$ cat src/rtl/i2cm_rf_pkg.sv
package i2cm_rf_pkg;

  // Register offsets within the host window
  localparam int unsigned OFS_DATA  = 0;
  localparam int unsigned OFS_STAT  = 1;
  localparam int unsigned OFS_CSTAT = 2;
  localparam int unsigned OFS_CTL1  = 3;
  localparam int unsigned OFS_OWN   = 4;
  localparam int unsigned OFS_CTL2  = 5;
  localparam int unsigned NUM_REGS  = 6;

  // Status bit positions
  localparam int unsigned ST_DRDY  = 6;
  localparam int unsigned ST_BERR  = 5;
  localparam int unsigned ST_NAK   = 4;
  localparam int unsigned ST_STALL = 3;
  localparam int unsigned ST_MST   = 1;

  // Bus-activity register
  localparam int unsigned CS_BUSY = 1;

  // Control register bit positions
  localparam int unsigned C1_STEN  = 7;
  localparam int unsigned C1_IRQEN = 6;
  localparam int unsigned C1_ACK   = 4;
  localparam int unsigned C1_STOP  = 1;
  localparam int unsigned C1_START = 0;

  // Enable/divider register
  localparam int unsigned C2_EN = 0;

  // Number of write-one-to-clear status flags
  localparam int unsigned NUM_W1C = 3;

  typedef struct packed {
    logic stall_en;
    logic irq_en;
    logic ack;
    logic stop;
    logic start;
  } ctl1_t;

endpackage

$ cat src/rtl/i2cm_rf_decode.sv
module i2cm_rf_decode #(
  parameter int unsigned ADDR_W   = 3,
  parameter int unsigned NUM_REGS = 6
) (
  input  logic                sel_i,
  input  logic                wr_i,
  input  logic                rd_i,
  input  logic [ADDR_W-1:0]   addr_i,
  output logic [NUM_REGS-1:0] wr_hit_o,
  output logic [NUM_REGS-1:0] rd_hit_o
);

  for (genvar i = 0; i < NUM_REGS; i++) begin : g_hit
    logic match;
    assign match       = sel_i && (addr_i == ADDR_W'(i));
    assign wr_hit_o[i] = match && wr_i;
    assign rd_hit_o[i] = match && rd_i;
  end

endmodule

$ cat src/rtl/i2cm_rf_flag.sv
module i2cm_rf_flag (
  input  logic clk,
  input  logic rst_n,
  input  logic set_i,
  input  logic clr_i,
  output logic q_o
);

  logic q_r;
  logic q_d;
  logic q_en;

  // Set has priority over clear
  always_comb begin
    q_en = set_i || clr_i;
    q_d  = set_i;
  end

  always_ff @(posedge clk or negedge rst_n) begin
    if (!rst_n) begin
      q_r <= 1'b0;
    end else if (q_en) begin
      q_r <= q_d;
    end
  end

  assign q_o = q_r;

  assert_flag_set_R5: assert property (@(posedge clk) disable iff (!rst_n)
    set_i |=> q_o);

  assert_flag_clr_R4: assert property (@(posedge clk) disable iff (!rst_n)
    (clr_i && !set_i) |=> !q_o);

  assert_flag_hold_R4: assert property (@(posedge clk) disable iff (!rst_n)
    (!clr_i && !set_i) |=> $stable(q_o));

endmodule

$ cat src/rtl/i2cm_rf_ctrl.sv
module i2cm_rf_ctrl
  import i2cm_rf_pkg::*;
#(
  parameter int unsigned DATA_W = 8
) (
  input  logic              clk,
  input  logic              rst_n,
  input  logic              wr_c1_i,
  input  logic              wr_c2_i,
  input  logic [DATA_W-1:0] wdata_i,
  input  logic              start_ack_i,
  input  logic              stop_ack_i,
  output logic [DATA_W-1:0] c1_view_o,
  output logic [DATA_W-1:0] c2_view_o
);

  ctl1_t             c1_q, c1_d;
  logic              c1_en;
  logic [DATA_W-1:0] c2_q, c2_d;
  logic              c2_en;
  logic              en_next;
  logic              host_start, host_stop;

  always_comb begin
    c2_en   = wr_c2_i;
    c2_d    = wdata_i;
    en_next = wr_c2_i ? wdata_i[C2_EN] : c2_q[C2_EN];

    host_start = wr_c1_i && wdata_i[C1_START];
    host_stop  = wr_c1_i && wdata_i[C1_STOP];

    c1_d = c1_q;
    if (wr_c1_i) begin
      c1_d.stall_en = wdata_i[C1_STEN];
      c1_d.irq_en   = wdata_i[C1_IRQEN];
      c1_d.ack      = wdata_i[C1_ACK];
    end
    // Requests: host set wins, engine acknowledge clears
    if (host_start)       c1_d.start = 1'b1;
    else if (start_ack_i) c1_d.start = 1'b0;
    if (host_stop)        c1_d.stop  = 1'b1;
    else if (stop_ack_i)  c1_d.stop  = 1'b0;
    // Disabled controller keeps the control register at zero
    if (!en_next) c1_d = '0;

    c1_en = wr_c1_i || wr_c2_i || start_ack_i || stop_ack_i;
  end

  always_ff @(posedge clk or negedge rst_n) begin
    if (!rst_n) begin
      c1_q <= '0;
    end else if (c1_en) begin
      c1_q <= c1_d;
    end
  end

  always_ff @(posedge clk or negedge rst_n) begin
    if (!rst_n) begin
      c2_q <= '0;
    end else if (c2_en) begin
      c2_q <= c2_d;
    end
  end

  always_comb begin
    c1_view_o           = '0;
    c1_view_o[C1_STEN]  = c1_q.stall_en;
    c1_view_o[C1_IRQEN] = c1_q.irq_en;
    c1_view_o[C1_ACK]   = c1_q.ack;
    c1_view_o[C1_STOP]  = c1_q.stop;
    c1_view_o[C1_START] = c1_q.start;
  end

  assign c2_view_o = c2_q;

  assert_ctl1_gated_R7: assert property (@(posedge clk) disable iff (!rst_n)
    !c2_q[C2_EN] |-> (c1_view_o == '0));

  assert_start_ack_R8: assert property (@(posedge clk) disable iff (!rst_n)
    (start_ack_i && !host_start) |=> !c1_q.start);

  assert_start_set_R8: assert property (@(posedge clk) disable iff (!rst_n)
    (host_start && c2_q[C2_EN]) |=> c1_q.start);

  assert_stop_set_R8: assert property (@(posedge clk) disable iff (!rst_n)
    (host_stop && c2_q[C2_EN]) |=> c1_q.stop);

endmodule

$ cat src/rtl/i2cm_regfile.sv
module i2cm_regfile
  import i2cm_rf_pkg::*;
#(
  parameter int unsigned ADDR_W     = 3,
  parameter int unsigned DATA_W     = 8,
  parameter int unsigned RST_STAGES = 2
) (
  input  logic              clk,
  input  logic              rst_n,
  input  logic              hb_sel,
  input  logic              hb_wr,
  input  logic              hb_rd,
  input  logic [ADDR_W-1:0] hb_addr,
  input  logic [DATA_W-1:0] hb_wdata,
  output logic [DATA_W-1:0] hb_rdata,
  input  logic              ev_data_ready,
  input  logic              ev_rx_valid,
  input  logic [DATA_W-1:0] ev_rx_byte,
  input  logic              ev_bus_err,
  input  logic              ev_nack,
  input  logic              ev_stall,
  input  logic              ev_start_done,
  input  logic              ev_stop_done,
  output logic [DATA_W-1:0] tx_byte,
  output logic              tx_load,
  output logic              core_en,
  output logic [DATA_W-2:0] scl_div,
  output logic              start_req,
  output logic              stop_req,
  output logic              ack_ctl,
  output logic              stall_en,
  output logic              irq_en,
  output logic [DATA_W-2:0] slave_addr,
  output logic              slave_match_en
);

  localparam int unsigned W1C_POS [NUM_W1C] = '{ST_BERR, ST_NAK, ST_STALL};

  // Reset: asynchronous assert, synchronous release
  logic [RST_STAGES-1:0] rst_pipe;
  logic                  rst_sync_n;

  always_ff @(posedge clk or negedge rst_n) begin
    if (!rst_n) begin
      rst_pipe <= '0;
    end else begin
      rst_pipe <= {rst_pipe[RST_STAGES-2:0], 1'b1};
    end
  end

  assign rst_sync_n = rst_pipe[RST_STAGES-1];

  // Offset decode
  logic [NUM_REGS-1:0] wr_hit, rd_hit;

  i2cm_rf_decode #(.ADDR_W(ADDR_W), .NUM_REGS(NUM_REGS)) u_decode (
    .sel_i    (hb_sel),
    .wr_i     (hb_wr),
    .rd_i     (hb_rd),
    .addr_i   (hb_addr),
    .wr_hit_o (wr_hit),
    .rd_hit_o (rd_hit)
  );

  // Data register and transmit-load pulse
  logic [DATA_W-1:0] data_q, data_d;
  logic              data_en;
  logic              txl_q, txl_d;

  always_comb begin
    data_en = ev_rx_valid || wr_hit[OFS_DATA];
    data_d  = ev_rx_valid ? ev_rx_byte : hb_wdata;
    txl_d   = wr_hit[OFS_DATA];
  end

  always_ff @(posedge clk or negedge rst_sync_n) begin
    if (!rst_sync_n) begin
      data_q <= '0;
    end else if (data_en) begin
      data_q <= data_d;
    end
  end

  always_ff @(posedge clk or negedge rst_sync_n) begin
    if (!rst_sync_n) begin
      txl_q <= 1'b0;
    end else begin
      txl_q <= txl_d;
    end
  end

  // Status flags
  logic               drdy_q, mst_q, busy_q;
  logic [NUM_W1C-1:0] w1c_set, w1c_q;

  i2cm_rf_flag u_drdy (
    .clk   (clk),
    .rst_n (rst_sync_n),
    .set_i (ev_data_ready || ev_rx_valid),
    .clr_i (wr_hit[OFS_DATA] || rd_hit[OFS_DATA]),
    .q_o   (drdy_q)
  );

  i2cm_rf_flag u_master (
    .clk   (clk),
    .rst_n (rst_sync_n),
    .set_i (ev_start_done),
    .clr_i (ev_stop_done),
    .q_o   (mst_q)
  );

  i2cm_rf_flag u_busy (
    .clk   (clk),
    .rst_n (rst_sync_n),
    .set_i (ev_start_done),
    .clr_i (wr_hit[OFS_CSTAT] && hb_wdata[CS_BUSY]),
    .q_o   (busy_q)
  );

  assign w1c_set = {ev_stall, ev_nack, ev_bus_err};

  for (genvar g = 0; g < NUM_W1C; g++) begin : g_w1c
    i2cm_rf_flag u_flag (
      .clk   (clk),
      .rst_n (rst_sync_n),
      .set_i (w1c_set[g]),
      .clr_i (wr_hit[OFS_STAT] && hb_wdata[W1C_POS[g]]),
      .q_o   (w1c_q[g])
    );
  end

  // Control and enable/divider registers
  logic [DATA_W-1:0] c1_view, c2_view;

  i2cm_rf_ctrl #(.DATA_W(DATA_W)) u_ctrl (
    .clk         (clk),
    .rst_n       (rst_sync_n),
    .wr_c1_i     (wr_hit[OFS_CTL1]),
    .wr_c2_i     (wr_hit[OFS_CTL2]),
    .wdata_i     (hb_wdata),
    .start_ack_i (ev_start_done),
    .stop_ack_i  (ev_stop_done),
    .c1_view_o   (c1_view),
    .c2_view_o   (c2_view)
  );

  // Own address register
  logic [DATA_W-1:0] own_q;

  always_ff @(posedge clk or negedge rst_sync_n) begin
    if (!rst_sync_n) begin
      own_q <= '0;
    end else if (wr_hit[OFS_OWN]) begin
      own_q <= hb_wdata;
    end
  end

  // Read views and read mux
  logic [DATA_W-1:0] reg_view [NUM_REGS];
  logic [DATA_W-1:0] stat_view, cstat_view;

  always_comb begin
    stat_view          = '0;
    stat_view[ST_DRDY] = drdy_q;
    stat_view[ST_MST]  = mst_q;
    for (int k = 0; k < NUM_W1C; k++) begin
      stat_view[W1C_POS[k]] = w1c_q[k];
    end
    cstat_view          = '0;
    cstat_view[CS_BUSY] = busy_q;
  end

  always_comb begin
    reg_view[OFS_DATA]  = data_q;
    reg_view[OFS_STAT]  = stat_view;
    reg_view[OFS_CSTAT] = cstat_view;
    reg_view[OFS_CTL1]  = c1_view;
    reg_view[OFS_OWN]   = own_q;
    reg_view[OFS_CTL2]  = c2_view;
  end

  always_comb begin
    hb_rdata = '0;
    for (int i = 0; i < NUM_REGS; i++) begin
      if (rd_hit[i]) hb_rdata = hb_rdata | reg_view[i];
    end
  end

  // Engine-facing outputs
  assign tx_byte        = data_q;
  assign tx_load        = txl_q;
  assign core_en        = c2_view[C2_EN];
  assign scl_div        = c2_view[DATA_W-1:1];
  assign start_req      = c1_view[C1_START];
  assign stop_req       = c1_view[C1_STOP];
  assign ack_ctl        = c1_view[C1_ACK];
  assign irq_en         = c1_view[C1_IRQEN];
  assign stall_en       = c1_view[C1_STEN];
  assign slave_addr     = own_q[DATA_W-2:0];
  assign slave_match_en = |own_q;

  assert_decode_onehot_R2: assert property (@(posedge clk) disable iff (!rst_sync_n)
    $onehot0(wr_hit));

  assert_master_on_start_R9: assert property (@(posedge clk) disable iff (!rst_sync_n)
    ev_start_done |=> hb_sel && hb_rd && (hb_addr == ADDR_W'(OFS_STAT)) |-> hb_rdata[ST_MST]);

  assert_master_off_stop_R9: assert property (@(posedge clk) disable iff (!rst_sync_n)
    (ev_stop_done && !ev_start_done) |=> !mst_q);

  assert_tx_load_R11: assert property (@(posedge clk) disable iff (!rst_sync_n)
    (wr_hit[OFS_DATA] && !ev_rx_valid) |=> (tx_load && tx_byte == $past(hb_wdata)));

  assert_rx_wins_R11: assert property (@(posedge clk) disable iff (!rst_sync_n)
    ev_rx_valid |=> (tx_byte == $past(ev_rx_byte)));

  assert_own_match_R12: assert property (@(posedge clk) disable iff (!rst_sync_n)
    wr_hit[OFS_OWN] |=> (slave_match_en == ($past(hb_wdata) != '0)));

endmodule

$ cat config.mk
export PLATFORM = sky130hd
export DESIGN_NAME = i2cm_regfile
export DESIGN_NICKNAME = d
export VERILOG_FILES = /design/src/rtl/i2cm_rf_pkg.sv /design/src/rtl/i2cm_rf_decode.sv /design/src/rtl/i2cm_rf_flag.sv /design/src/rtl/i2cm_rf_ctrl.sv /design/src/rtl/i2cm_regfile.sv
export SDC_FILE = /design/constraint.sdc
export NUM_CORES = 1
export LEC_CHECK = 0
export ABC_AREA = 1
export BUFFER_PORTS_ARGS = -buffer_cell sky130_fd_sc_hd__buf_4
export CORE_MARGIN = 1.5
export CORE_UTILIZATION = 45
export CTS_CLUSTER_SIZE = 28
export DETAILED_ROUTE_END_ITERATION = 8
export PLACE_DENSITY = 0.76
export SLEW_MARGIN = 0
export SYNTH_ARGS = -nofsm -noshare
export SYNTH_HDL_FRONTEND = slang
export SYNTH_SLANG_ARGS = --single-unit
$ cat constraint.sdc
create_clock -name clk -period 1.7 [get_ports clk]
set_clock_uncertainty 0.15 [all_clocks]
set_input_delay 0.51 -clock clk [delete_from_list [all_inputs] [get_ports clk]]
set_output_delay 0.51 -clock clk [all_outputs]
set_load 0.05 [all_outputs]
Word-level counts from Yosys, hierarchy flattened

Index checks and enable logic that the tools add are counted.

Register bits: 38
Input bits: 31
Output and inout port bits: 38
Logic and storage cells: 84

Equality and inequality tests: 8
Mux-type cells: 14
Bitwise gates (word level): 5
Reductions and logical operators: 41

Operator list:

| kind                                                                     | count |
|---|---|
| 8-bit 2-to-1 mux                                                         | 7 |
| 1-bit logical AND                                                        | 24 |
| 8-bit bitwise OR                                                         | 3 |
| 1-bit logical OR                                                         | 12 |
| 8-bit by 2-bit bitwise OR with 8-bit output                              | 1 |
| 8-bit by 7-bit bitwise OR with 8-bit output                              | 1 |
| 8-bit OR reduction                                                       | 1 |
| 3-bit by 2-bit equality test with 1-bit output (second input constant)   | 2 |
| 3-bit equality test (second input constant)                              | 2 |
| 3-bit inequality test (second input constant)                            | 2 |
| 2-bit AND reduction                                                      | 3 |
| 1-bit 2-to-1 mux                                                         | 5 |
| 5-bit 2-to-1 mux                                                         | 1 |
| 3-bit by 1-bit equality test with 1-bit output (second input constant)   | 1 |
| 3-bit zero test                                                          | 1 |
| 3-bit 2-to-1 mux                                                         | 1 |
| 2-bit by 1-bit inequality test with 1-bit output (second input constant) | 1 |

Depth between registers and ports, before layout

Depth in word-level cells: 14
Depth in mapped cells: 9
Mapped depth without buffers: 8

Modules after synthesis

From an unflattened synthesis, not the netlist that was laid out.

Cell total of the unflattened synthesis: 319
Area total of the unflattened synthesis: 2293.4 um^2

By module, submodules not included:

| module         | instances | cells each | area each (um^2) | seq. area each (um^2) |
|---|---|---|---|---|
| i2cm_regfile   | 1         | 186        | 1320.0           | 475.5 |
| i2cm_rf_ctrl   | 1         | 72         | 609.3            | 325.3 |
| i2cm_rf_flag   | 6         | 5          | 40.0             | 25.0 |
| i2cm_rf_decode | 1         | 31         | 123.9            | 0.0 |

Worst setup path before layout

No wires, ideal clock.

Path kind: input -> output
Start point: in hb_addr[0]
End point: out hb_rdata[0]
Data arrival time: 1731 ps
Required time: 1040 ps
Path slack: -691 ps
Stages on the path: 3
Buffers on the path: 0
Cells stage by stage: nor2_2 -> nand3_1 -> o2111ai_1

Cells in the longest elaborated chain, start to end: 14

RTL lines:

| what                                        | line                 | text |
|---|---|---|
| from (decl)                                 | i2cm_regfile.sv:13   | `input logic [ADDR_W-1:0] hb_addr,` |
| 3-bit zero test                             | i2cm_rf_decode.sv:15 | `assign match = sel_i && (addr_i == ADDR_W'(i));` |
| 1-bit logical AND                           | i2cm_rf_decode.sv:15 |  |
| 1-bit logical AND                           | i2cm_rf_decode.sv:17 | `assign rd_hit_o[i] = match && rd_i;` |
| 8-bit 2-to-1 mux                            | i2cm_regfile.sv:185  | `if (rd_hit[i]) hb_rdata = hb_rdata \| reg_view[i];` |
| 8-bit by 7-bit bitwise OR with 8-bit output | i2cm_regfile.sv:185  |  |
| 8-bit 2-to-1 mux                            | i2cm_regfile.sv:185  |  |
| 8-bit by 2-bit bitwise OR with 8-bit output | i2cm_regfile.sv:185  |  |
| 8-bit 2-to-1 mux                            | i2cm_regfile.sv:185  |  |
| 8-bit bitwise OR                            | i2cm_regfile.sv:185  |  |
| 8-bit 2-to-1 mux                            | i2cm_regfile.sv:185  |  |
| 8-bit bitwise OR                            | i2cm_regfile.sv:185  |  |
| 8-bit 2-to-1 mux                            | i2cm_regfile.sv:185  |  |
| 8-bit bitwise OR                            | i2cm_regfile.sv:185  |  |
| 8-bit 2-to-1 mux (*)                        | i2cm_regfile.sv:185  |  |
| to (decl)                                   | i2cm_regfile.sv:15   | `output logic [DATA_W-1:0] hb_rdata,` |

Mark *: on every way between the ends. The rest lies on a longest branch, timed or not.

Worst setup path in the final report

Same ends and word-level chain as after synthesis.

==> results.txt <==
----------------------------------------------------
[Synthesis]
  Number of enable flip-flop cells after synthesis ... 0
  Top area cells in the synthesized netlist ... dfrtp_1, nand2_1, inv_1, o21ai_0, nand3_1
  Post-synthesis async set-or-reset flop share ... 1.00
  Warnings from Yosys ... 0
  Synthesized area per cell ... 7.80 µm²
  Gate count after technology mapping ... 257
  Number of distinct library cell variants in the gate-level netlist after synthesis ... 29
  Proportion of synthesized chip area in sequential cells ... 0.474
  Most area-hungry cell type in the Yosys netlist ... dfrtp_1
  Combined area of all synthesized cells ... 0.00200 mm²
  Post-synth net total ... 288
  Top cell type's share of synthesized area ... 0.474
  Top-count cell post-synth ... nand2_1
  Top cells by count, synth ... nand2_1, dfrtp_1, inv_1
  Synth Register Bits ... 38
  Most instantiated flip-flop cell in the synthesis netlist ... dfrtp_1

[GRT]
  GRT overflow ... 0
  Total routing usage reported by global routing ... 0.268
  Pin count of the biggest net entering global routing ... 37
  Number of global-route vias before repair ... 2072
  Initial antenna violation count ... 0
  First-pass GRT wire length ... 10.1 mm

[Job]
  Number of max-cap violations ... 0

[Floorplanning]
  Core footprint ... 0.00432 mm²
  FP Rows ... 24
  Height of the die ... 69.7 µm
  Die ar. ... 0.00486 mm²
  Initial Util ... 0.464
  Die width ... 69.7 µm
  Ports placed on the boundary ... 69

[Route]
  Total via count in the routed design ... 2130
  Number of nets with antenna violations after routing ... 0
  Total wire length after detailed routing ... 6.27 mm
  Routed wire per std cell ... 15.6 µm
  DR iter-0 viols ... 198
  Number of vias per cell ... 5.29
  Number of detailed-routing iterations run before antenna repair ... 4
  Residual DRC ... 0

[Setup path]
  Kind of cell with the highest combined delay on the critical path ... buffers and inverters
  Kind of end point of the critical path ... output port
  Critical path depth in cells ... 6
  Buffers & Inverters on Critical Path ... 3
  Crit path kind ... input pin to output port
  R2R Path End ... u_ctrl.c1_view_o[1]$_DFFE_PN0P_
  Crit path largest cell delay ... 0.19 ns
  Largest driver fanout on the critical path ... 6
  Sequence of cells on the critical path ... buf_8 -> nor2_4 -> nand3_4 -> buf_4 -> o2111ai_4 -> buf_6
  Startpoint types ... input pin
  Worst flop-to-flop path startpoint ... u_ctrl.c2_view_o[0]$_DFFE_PN0P_
  Required @ worst endpoint ... 1.04 ns
  Path depth of the worst reg2reg path ... 4
  Slowest stage cell on the critical path ... o2111ai_4
  Setup slack of the most critical reg-to-reg path ... 0.60 ns
  Critical path arrival ... 1.49 ns

[STA]
  Highest clock frequency the design can meet ... 464 MHz
  Setup ws final ... -0.453 ns
  Final worst hold slack ... 0.129 ns
  Total Neg Setup Slack ... -3.64 ns
  Unrepaired setup endpoints after global routing ... true
  Clock period minus final worst setup slack ... 2.15 ns
  Final number of hold-violating endpoints ... 0
  Post-route clock period utilization ... 1.27
  Setup violators final ... 9
  Slew Limit Fails ... 0

[Clocking]
  TritonCTS Buffers ... 5
  CTS tree ... built
  Clock latency reported for the late side of the worst-skew pair ... 0.30 ns
  Maximum level of the CTS H-tree ... 2
  CTS max path bufs ... 2
  Clock transition at the registers of the reported paths ... 0.08 ns
  Total clock sinks ... 38
  Clock Root Buffer ... clkbuf_8

[Power]
  Final Power ... 3.13 mW
  Maximum vdd ir drop ... 700 µV
  Static Leakage ... 1.70 nW
  Total power per unit cell area ... 979 mW/mm²

[Final layout]
  Area added between synthesis and finish ... 59.4%
  Ant diodes ... 0
  Cell area after layout ... 0.00320 mm²
  Final Net Count ... 381
  Fraction of final layout cells sized beyond drive strength 1 ... 0.450

[Status]
  Result of the run ... finished with violations
  Violated checks ... setup timing

[Min path]
  Hold crit path type ... flop to asynchronous set/reset pin

[Placement]
  Post-DP Area ... 0.00281 mm²
  GP Congestion ... 0.893
  Placed wire-length estimate after detailed placement ... 4.41 mm
  Count of buffers from port buffering ... 68

----------------------------------------------------
==> placed cells by master (no fill, tap or decap), types with 3 or more instances in the layout <==
cell,n
nand2_4,3
nand3_1,16
nand2_2,9
nand3_4,3
clkbuf_8,6
nor2_1,8
nand3_2,3
nor2_4,5
buf_4,79
buf_8,8
nor2_2,4
buf_6,10
nand2_1,65
dfrtp_1,38
o21ai_0,25
o21ai_2,8
o21bai_1,3
a21oi_2,3
inv_1,30
==> per-layer routing <==
metal	wire, µm	track usage	part of all wire	vias to the layer above
li1	-	-	-	998
met1	2580	0.352	0.41	1045
met2	3210	0.444	0.51	72
met3	337	0.0422	0.054	15
met4	146	0.109	0.023	0
met5	0	0	0	-
==> metrics by stage <==
stage	util	cells	setup WS, ns
after floorplan	-	257	-0.562
after global placement	0.650	388	-0.508
after detailed placement	0.650	388	-0.506
after CTS	0.725	402	-0.428
after global routing	0.739	403	-0.487
final	0.739	403	-0.453
==> repair_timing <==
| action | CTS | global route |
|---|---|---|
| hold buffers | 1 | 0 |
| pin swaps | 10 | 4 |
| gates resized for setup | 36 | 11 |
| setup buffers | 5 | 1 |
| endpoints found under the hold margin | 2 | 0 |
| setup endpoints to repair | 9 | 11 |
==> cell type report <==
cell class | count | area (µm²)
fillers | 322 | 1130
well taps | 52 | 65.1
clock buffers | 6 | 82.6
repair buffers | 100 | 876
flip-flops and latches | 38 | 951
multi-input cells | 170 | 1010
inverters | 35 | 149
clock inverters | 2 | 60.1
==> report_power, final <==
| part | internal, mW | switching, mW |
|---|---|---|
| combinational | 0.376 | 0.686 |
| clock | 0.626 | 0.339 |
| sequential | 1.01 | 0.0925 |
| total | 2.01 | 1.12 |
==> worst max-delay path by stage <==
stage	start	endpoint
floorplan	hb_addr[2]	hb_rdata[2]
global placement	hb_addr[1]	hb_rdata[4]
detailed placement	hb_addr[1]	hb_rdata[4]
CTS	hb_sel	hb_rdata[2]
global route	hb_addr[0]	hb_rdata[0]
finish	hb_addr[0]	hb_rdata[0]
==> state kept, by name, summed over array words and instances (netlist names) <==
signal            flops
rst_pipe              2
own_q                 8
u_master.q_o          1
tx_load               1
u_ctrl.c1_view_o      5
u_drdy.q_o            1
u_ctrl.c2_view_o      8
g_w1c.u_flag.q_o      3
tx_byte               8
u_busy.q_o            1
==> logic make-up (layout without fill, tap and decap cells) <==
kind of cell           count (synthesis)  after routing  synth area share
AOI/OAI and AO/OA                     46             46             0.142
buffers and inverters                 49            143             0.116
DFF                                   38             38             0.474
other                                  1              1           0.00187
and+or+nand+nor                      123            123             0.266
Note: power is estimated with default switching activity, not from simulation.
